[src/rtl/mtc_pkg.sv]
package mtc_pkg;
  localparam int unsigned MTC_W  = 32;
  localparam int unsigned MTC_RW = 5;

  // fixed fields of the four control instructions
  localparam logic [5:0] OPC_MAJOR = 6'b001000;
  localparam logic [2:0] SEL_CODE  = 3'b001;
  localparam logic [6:0] FUNC_CODE = 7'b1010110;

  typedef struct packed {
    logic              hit;    // word is one of the four instructions
    logic              to_vp;  // 1: processor register, 0: thread register
    logic              sc;     // value written into the enable bit
    logic [MTC_RW-1:0] rt;     // destination register index
  } mtc_dec_t;

  function automatic mtc_dec_t mtc_decode_word(input logic [MTC_W-1:0] w);
    mtc_dec_t d;
    d.hit   = (w[31:26] == OPC_MAJOR) && (w[20:17] == 4'b0000) &&
              (w[15:14] == 2'b00) && (w[13:11] == SEL_CODE) &&
              (w[9:3] == FUNC_CODE) && (w[2:0] == 3'b000);
    d.to_vp = ~w[16];
    d.sc    = w[10];
    d.rt    = w[25:21];
    return d;
  endfunction

  function automatic logic [MTC_W-1:0] mtc_put_bit(input logic [MTC_W-1:0] v,
                                                   input int unsigned pos,
                                                   input logic b);
    logic [MTC_W-1:0] r;
    r      = v;
    r[pos] = b;
    return r;
  endfunction
endpackage

[src/rtl/mtc_decode.sv]
module mtc_decode
  import mtc_pkg::*;
(
  input  logic [MTC_W-1:0] word_i,
  output mtc_dec_t         dec_o
);
  always_comb dec_o = mtc_decode_word(word_i);
endmodule

[src/rtl/mtc_issue.sv]
module mtc_issue
  import mtc_pkg::*;
(
  input  logic              clk,
  input  logic              rst_n,
  input  logic              valid_i,
  input  mtc_dec_t          dec_i,
  input  logic              cop0_en_i,
  input  logic              mt_ok_i,
  input  logic              master_i,
  output logic              fire_o,
  output logic              ok_o,
  output logic              cpu_o,
  output logic              ri_o,
  output logic              upd_thr_o,
  output logic              upd_vp_o,
  output logic              to_vp_o,
  output logic              sc_o,
  output logic [MTC_RW-1:0] rt_o
);
  logic accept;
  logic p_vld, p_cpu, p_ri, p_master, p_to_vp, p_sc;
  logic [MTC_RW-1:0] p_rt;

  assign accept = valid_i & dec_i.hit;

  // qualifiers are sampled with the word; coprocessor check ranks first
  always_ff @(posedge clk) begin
    if (!rst_n) begin
      p_vld    <= 1'b0;
      p_cpu    <= 1'b0;
      p_ri     <= 1'b0;
      p_master <= 1'b0;
      p_to_vp  <= 1'b0;
      p_sc     <= 1'b0;
      p_rt     <= '0;
    end else begin
      p_vld <= accept;
      if (accept) begin
        p_cpu    <= ~cop0_en_i;
        p_ri     <= cop0_en_i & ~mt_ok_i;
        p_master <= master_i;
        p_to_vp  <= dec_i.to_vp;
        p_sc     <= dec_i.sc;
        p_rt     <= dec_i.rt;
      end
    end
  end

  assign fire_o    = p_vld;
  assign cpu_o     = p_cpu;
  assign ri_o      = p_ri;
  assign ok_o      = p_vld & ~p_cpu & ~p_ri;
  assign upd_thr_o = ok_o & ~p_to_vp;
  assign upd_vp_o  = ok_o & p_to_vp & p_master;
  assign to_vp_o   = p_to_vp;
  assign sc_o      = p_sc;
  assign rt_o      = p_rt;


  accept_fire_chk: assert property (@(posedge clk) disable iff (!rst_n)
    accept |=> fire_o);

  ignore_word_chk: assert property (@(posedge clk) disable iff (!rst_n)
    !accept |=> !fire_o);
endmodule

[src/rtl/mtc_ctl_regs.sv]
module mtc_ctl_regs
  import mtc_pkg::*;
#(
  parameter int unsigned      TE_POS  = 15,
  parameter int unsigned      EVP_POS = 0,
  parameter logic [MTC_W-1:0] THR_RST = '0,
  parameter logic [MTC_W-1:0] VP_RST  = '0
) (
  input  logic             clk,
  input  logic             rst_n,
  input  logic             upd_thr_i,
  input  logic             upd_vp_i,
  input  logic             sc_i,
  output logic [MTC_W-1:0] thr_q,
  output logic [MTC_W-1:0] vp_q
);
  localparam logic [MTC_W-1:0] TE_MASK  = MTC_W'(1) << TE_POS;
  localparam logic [MTC_W-1:0] EVP_MASK = MTC_W'(1) << EVP_POS;

  always_ff @(posedge clk) begin
    if (!rst_n) begin
      thr_q <= THR_RST;
      vp_q  <= VP_RST;
    end else begin
      if (upd_thr_i) thr_q <= mtc_put_bit(thr_q, TE_POS, sc_i);
      if (upd_vp_i)  vp_q  <= mtc_put_bit(vp_q, EVP_POS, sc_i);
    end
  end


  thr_hold_chk: assert property (@(posedge clk) disable iff (!rst_n)
    !upd_thr_i |=> $stable(thr_q));

  vp_hold_chk: assert property (@(posedge clk) disable iff (!rst_n)
    !upd_vp_i |=> $stable(vp_q));

  thr_others_chk: assert property (@(posedge clk) disable iff (!rst_n)
    $stable(thr_q & ~TE_MASK));

  vp_others_chk: assert property (@(posedge clk) disable iff (!rst_n)
    $stable(vp_q & ~EVP_MASK));
endmodule

[src/rtl/mtc_result.sv]
module mtc_result
  import mtc_pkg::*;
(
  input  logic              clk,
  input  logic              rst_n,
  input  logic              fire_i,
  input  logic              ok_i,
  input  logic              cpu_i,
  input  logic              ri_i,
  input  logic              to_vp_i,
  input  logic [MTC_RW-1:0] rt_i,
  input  logic [MTC_W-1:0]  thr_q_i,
  input  logic [MTC_W-1:0]  vp_q_i,
  output logic              done_o,
  output logic              we_o,
  output logic [MTC_RW-1:0] idx_o,
  output logic [MTC_W-1:0]  data_o,
  output logic              exc_cpu_o,
  output logic              exc_ri_o
);
  logic [MTC_W-1:0] old_val;
  assign old_val = to_vp_i ? vp_q_i : thr_q_i;

  // old value is sampled at the same edge that updates the register
  always_ff @(posedge clk) begin
    if (!rst_n) begin
      done_o    <= 1'b0;
      we_o      <= 1'b0;
      idx_o     <= '0;
      data_o    <= '0;
      exc_cpu_o <= 1'b0;
      exc_ri_o  <= 1'b0;
    end else begin
      done_o    <= fire_i;
      we_o      <= ok_i & (rt_i != '0);
      exc_cpu_o <= fire_i & cpu_i;
      exc_ri_o  <= fire_i & ri_i;
      if (fire_i) begin
        idx_o  <= rt_i;
        data_o <= ok_i ? old_val : '0;
      end
    end
  end


  exc_excl_chk: assert property (@(posedge clk) disable iff (!rst_n)
    !(exc_cpu_o && exc_ri_o));

  zero_dest_chk: assert property (@(posedge clk) disable iff (!rst_n)
    we_o |-> (done_o && idx_o != '0));

  exc_no_write_chk: assert property (@(posedge clk) disable iff (!rst_n)
    (exc_cpu_o || exc_ri_o) |-> (done_o && !we_o));
endmodule

[src/rtl/mtc_unit.sv]
module mtc_unit
  import mtc_pkg::*;
#(
  parameter int unsigned      TE_POS  = 15,
  parameter int unsigned      EVP_POS = 0,
  parameter logic [MTC_W-1:0] THR_RST = '0,
  parameter logic [MTC_W-1:0] VP_RST  = '0
) (
  input  logic              clk,
  input  logic              rst_n,
  input  logic              instr_valid,
  input  logic [MTC_W-1:0]  instr_word,
  input  logic              cop0_enabled,
  input  logic              mt_present,
  input  logic              is_master,
  output logic              op_done,
  output logic              gpr_we,
  output logic [MTC_RW-1:0] gpr_idx,
  output logic [MTC_W-1:0]  gpr_data,
  output logic              exc_cop_unusable,
  output logic              exc_reserved,
  output logic [MTC_W-1:0]  thr_ctl,
  output logic [MTC_W-1:0]  vp_ctl
);
  mtc_dec_t          dec;
  logic              fire, ok, cpu, ri, upd_thr, upd_vp, to_vp, sc;
  logic [MTC_RW-1:0] rt;

  mtc_decode u_dec (.word_i(instr_word), .dec_o(dec));

  mtc_issue u_iss (
    .clk(clk), .rst_n(rst_n), .valid_i(instr_valid), .dec_i(dec),
    .cop0_en_i(cop0_enabled), .mt_ok_i(mt_present), .master_i(is_master),
    .fire_o(fire), .ok_o(ok), .cpu_o(cpu), .ri_o(ri),
    .upd_thr_o(upd_thr), .upd_vp_o(upd_vp), .to_vp_o(to_vp),
    .sc_o(sc), .rt_o(rt)
  );

  mtc_ctl_regs #(.TE_POS(TE_POS), .EVP_POS(EVP_POS),
                 .THR_RST(THR_RST), .VP_RST(VP_RST)) u_regs (
    .clk(clk), .rst_n(rst_n), .upd_thr_i(upd_thr), .upd_vp_i(upd_vp),
    .sc_i(sc), .thr_q(thr_ctl), .vp_q(vp_ctl)
  );

  mtc_result u_res (
    .clk(clk), .rst_n(rst_n), .fire_i(fire), .ok_i(ok), .cpu_i(cpu),
    .ri_i(ri), .to_vp_i(to_vp), .rt_i(rt), .thr_q_i(thr_ctl),
    .vp_q_i(vp_ctl), .done_o(op_done), .we_o(gpr_we), .idx_o(gpr_idx),
    .data_o(gpr_data), .exc_cpu_o(exc_cop_unusable), .exc_ri_o(exc_reserved)
  );


  cpu_freeze_chk: assert property (@(posedge clk) disable iff (!rst_n)
    exc_cop_unusable |-> ($stable(thr_ctl) && $stable(vp_ctl)));

  ri_freeze_chk: assert property (@(posedge clk) disable iff (!rst_n)
    exc_reserved |-> ($stable(thr_ctl) && $stable(vp_ctl)));
endmodule

[config.mk]
export PLATFORM = sky130hd
export DESIGN_NAME = mtc_unit
export DESIGN_NICKNAME = d
export VERILOG_FILES = /design/src/rtl/mtc_pkg.sv /design/src/rtl/mtc_decode.sv /design/src/rtl/mtc_issue.sv /design/src/rtl/mtc_ctl_regs.sv /design/src/rtl/mtc_result.sv /design/src/rtl/mtc_unit.sv
export SDC_FILE = /design/constraint.sdc
export NUM_CORES = 1
export LEC_CHECK = 0
export BUFFER_PORTS_ARGS = -buffer_cell sky130_fd_sc_hd__buf_2
export CAP_MARGIN = 10
export CORE_MARGIN = 8
export CORE_UTILIZATION = 50
export CTS_BUF_LIST = sky130_fd_sc_hd__clkbuf_16
export CTS_CLUSTER_DIAMETER = 120
export DETAILED_ROUTE_END_ITERATION = 10
export GPL_TIMING_DRIVEN = 0
export PLACE_DENSITY = 0.95
export REMOVE_ABC_BUFFERS = 1
export SETUP_SLACK_MARGIN = 0.2
export SLEW_MARGIN = 0
export SYNTH_ARGS = -nofsm -noshare
export SYNTH_HDL_FRONTEND = slang
export SYNTH_HIERARCHICAL = 1
export SYNTH_SLANG_ARGS = --single-unit
export TNS_END_PERCENT = 20
[constraint.sdc]
create_clock -name clk -period 2.2 [get_ports clk]
set_input_delay 0 -clock clk [delete_from_list [all_inputs] [get_ports clk]]
set_output_delay 0 -clock clk [all_outputs]
set_load 0.005 [all_outputs]
* After elaboration in Yosys (flattened, before gate mapping) *
Index checks and enable logic that the tools add are counted.

word-level totals
  flip-flop bits (word level) = 54
  logic and storage cells = 45
  output and inout bits = 105
  input bits = 38

operators by class
  reductions and logical operators = 9
  bitwise logic cells = 16
  equality and inequality tests = 3
  muxes and demuxes = 2

operators with widths
  cell                                                             number
  32-bit two-way mux                                               1
  16-bit two-way mux                                               1
  1-bit bitwise AND                                                10
  7-bit == test, second input constant                             1
  6-bit by 4-bit == test with 1-bit output, second input constant  1
  1-bit NOT                                                        6
  1-bit logical AND                                                5
  5-bit nonzero test                                               1
  4-bit zero test                                                  1
  3-bit by 1-bit == test with 1-bit output, second input constant  1
  3-bit zero test                                                  1
  2-bit zero test                                                  1

* Logic depth before layout (Yosys ltp) *
  depth after elaboration = 7
  depth in mapped cells = 6
  depth with buffers taken out = 5

* By module *
Netlist, hierarchy kept.

by module, submodules not included
  module        area an instance (um2)  seq. area each (um2)  cells an instance  instances
  mtc_result    1647.8                  820.8                 135                1
  mtc_ctl_regs  541.8                   40.0                  69                 1
  mtc_issue     501.7                   220.2                 49                 1
  mtc_decode    123.9                   0.0                   16                 1

* Worst setup path after synthesis *
Ideal clock, no wire load.

  kind = input to register
  start point = input port instr_word[1]
  end point = register u_iss.p_cpu, in the netlist u_iss/cpu_o
  cell stages on the path = 5
  library setup time = 0.088 ns
  data arrival time = 1.265 ns
  path slack = 0.847 ns
  required time = 2.112 ns
  buffers on the path = 1
  cells stage by stage = or4_4 > nor4_2 > buf_4 > a21oi_1 > a311oi_2

RTL lines
  what                    RTL line         text
  start: declaration      mtc_unit.sv:12   input logic [MTC_W-1:0] instr_word,
  end signal: assignment  mtc_issue.sv:40  p_cpu <= ~cop0_en_i;
  end: declaration        mtc_issue.sv:22  logic p_vld, p_cpu, p_ri, p_master, p_to_vp, p_sc;

* Final worst setup path *
  start point = register u_iss.p_vld, in the netlist u_iss/fire_o
  end point = register u_res.data_o[0]

on the way
  word-level cells in the longest chain between the ends = 3

ends and longest elaborated chain
  what                             RTL line          text
  start: declaration               mtc_issue.sv:22
  start signal: assignment         mtc_issue.sv:38   p_vld <= accept;
  1-bit bitwise AND (2 in series)  mtc_issue.sv:53   assign ok_o = p_vld & ~p_cpu & ~p_ri;
  net ok                           mtc_unit.sv:26    logic fire, ok, cpu, ri, upd_thr, upd_vp, to_vp, sc;
  32-bit two-way mux               mtc_result.sv:40  data_o <= ok_i ? old_val : '0;
  end signal: assignment           mtc_result.sv:40
  end: declaration                 mtc_result.sv:17  output logic [MTC_W-1:0] data_o,

The timed path passes the listed nets, and every way through them passes these cells.
A chain may end at the register's enable or synchronous reset.

==> run metrics <==
run status finished clean; Remaining Overflow, GRT 0; most common cell after layout, fill and taps aside buf_2; Routed Antenna Nets 0; vias per cell approximately 5; worst min-delay path class input pin to register; chip width 91.0 µm; Final Max Slew Viols 0; Setup violations, final 0; core area 5470 µm²; Synth area leader dfxtp_1; max incr delay on CP 650 ps; CTS clk-pin slew, worst paths 70 ps; Detailed Route WL 6.73 mm; Cell Chain, Critical Path nor3b_2 -> nand3_4 -> o2bb2ai_1; Routed WL per cell 16.1 µm; num rows 27; io pins roughly 140; syn_area_per_cell ~10 µm²; synthesized instance count 269; GPL Wtd Cong 0.761; First-pass DRT Iterations 4; CP Launch Type register; Worst Path Max Fanout 32; Seq cells post-synth 54; area delta synth->final 13.8%; Crit path arrival time 2020 ps; CP max stage cell dfxtp_1; final hold vios 0; Crit. End Element register; Mapped Area 2820 µm²; initial antenna violation count 0; Slew headroom 31.0%; postcts setup bufs 0; Die ar. 8290 µm²; clk buf depth 2; Num CTS Buffers 5; most frequent cells in the layout buf_2, conb_1, dfxtp_1; largest net degree at the start of global routing 33; total track usage 15.2%; clk_skew 6.41 ps; Achievable Freq 552 MHz; Final nets 382; Post-Place Cell Area 2930 µm²; fin crit share 82.3%; RSZ-0062 raised after global routing false; via count approximately 2000; Initial Util 51.4%; pwr dens 597 nW/µm²; # fillers 436; min cycle time layout 1810 ps; CTS Sinks 54; dpl ws 188 ps; sequential fraction of the synthesis area 38.4%; Final TNS setup 0 ps; post-synth cell types 32; cell family with most CP delay simple AND/OR/NAND/NOR gates; ANT cells 0; CTS tree done; first-pass GRT wire length around 11 mm; vias in the first global route 2124; CP Data Required Time 2410 ps; Synth Warn # 6; DP Wirelength 4.89 mm; P_leak around 1.4 nW; final core occ 58.5%; Max VDD drop approximately 330 µV; H-tree Lvls 2; final worst setup slack 390 ps; Iter 0 DRT Violations between 50 and 60; CTS root buf clkbuf_16; Port Buffer Count 80; Area contributors post-synth dfxtp_1, buf_4, mux2i_1; CP Buf/Inv Count 0; Remaining DRCs 0; die height 91.0 µm; MaxCap Viol Count 0; Slew @ Worst Pin 1030 ps; CP Class register to register; Clk Latency, worst-skew pair 290 ps; layout cell share with drive strength beyond 1 roughly 30%; Synth top area share 38.4%; Finished Cell Area 3200 µm²
==> synthesized netlist by cell type <==
cell	count
clkbuf_4	2
dfxtp_1	54
nor2b_2	1
or4_4	1
or3_1	1
mux2i_1	39
buf_2	4
nor4_2	1
a21oi_1	9
nor2b_1	8
a311oi_2	1
nor4_1	1
a21oi_2	1
nor4b_1	2
buf_6	2
inv_1	1
conb_1	1
nand4b_1	2
a21bo_2	1
a21bo_1	8
buf_4	77
nand3_2	2
or3b_2	1
nand4_1	1
nor3b_2	1
inv_2	1
and3_1	4
nor2_1	1
o2bb2ai_1	32
nand3_1	7
and2_1	1
o311a_1	1
==> through the flow <==
| step | power (W) | hold WS [ps] | cells |
|---|---|---|---|
| 6_report | 0.00191 | 100 | 417 |
| 5_1_grt | 0.00199 | 111 | 417 |
| 4_1_cts | 0.00191 | 90.4 | 416 |
| 3_5_place_dp | 0.00111 | 243 | 398 |
| 3_3_place_gp | 0.00111 | 236 | 397 |
| 2_1_floorplan | 0.00107 | 123 | 245 |
==> worst paths after layout <==
path                                                    start                            end  slack [ps]  cells after the start
worst min register to register  u_res/data_o[16]$_SDFFE_PN0P_  u_res/data_o[16]$_SDFFE_PN0P_         460                      1
worst min-delay path                                    rst_n    u_res/idx_o[4]$_SDFFE_PN0P_         100                      2
worst max-delay path                  u_iss/fire_o$_SDFF_PN0_   u_res/data_o[0]$_SDFFE_PN0P_         390                      3
worst max register to register        u_iss/fire_o$_SDFF_PN0_   u_res/data_o[0]$_SDFFE_PN0P_         390                      3
==> power by group <==
part | internal [W] | switching (W)
Combinational | 0.0000554 | 0.0000924
Clock | 0.000428 | 0.000361
Sequential | 0.000976 | 0.00000000000666
==> logic make-up after synthesis <==
kind of cell	share of synthesized area (%)
buffers and inverters	22.8
DFF	38.4
AOI/OAI and AO/OA	16.0
muxes	13.9
and+or+nand+nor	8.80
other	0.133
==> registers in the layout, indices dropped and copies added, names as in the netlist <==
register         cells
u_res/data_o        32
u_iss/rt_o           5
u_res/idx_o          5
u_iss/cpu_o          1
u_iss/fire_o         1
u_iss/p_master       1
u_iss/ri_o           1
u_iss/sc_o           1
u_iss/to_vp_o        1
u_regs/thr_q         1
u_regs/vp_q          1
u_res/done_o         1
u_res/exc_cpu_o      1
u_res/exc_ri_o       1
u_res/we_o           1
==> worst register-to-register path, stage by stage (launching register included) <==
cell and delay (ps):
dfxtp_1 650, nor3b_2 440, nand3_4 370, o2bb2ai_1 280
==> area by class of cell <==
| type | count | area (µm²) | share of cell area (%) |
|---|---|---|---|
| multi-input cells | 189 | 1340 | 41.7 |
| flip-flops and latches | 54 | 1080 | 33.8 |
| repair buffers | 92 | 536 | 16.7 |
| clock buffers | 5 | 125 | 3.91 |
| well taps | 72 | 90.1 | 2.81 |
| clock inverters | 3 | 26.3 | 0.820 |
| inverters | 2 | 7.51 | 0.234 |
==> timing repair <==
item | in CTS | in global routing
hold endpoints to repair | 10 | 0
hold buffers | 10 | 0
gates resized for setup | 1 | 0
endpoints found under the setup margin | 2 | 0
==> layer usage <==
| metal | GRT usage (%) | share of wire [%] |
|---|---|---|
| met1 | 15.0 | 37 |
| met5 | 0 | 0 |
| met4 | 4.09 | 0.92 |
| met2 | 26.8 | 50 |
| met3 | 8.64 | 13 |
(Power assumes the default switching activity.)
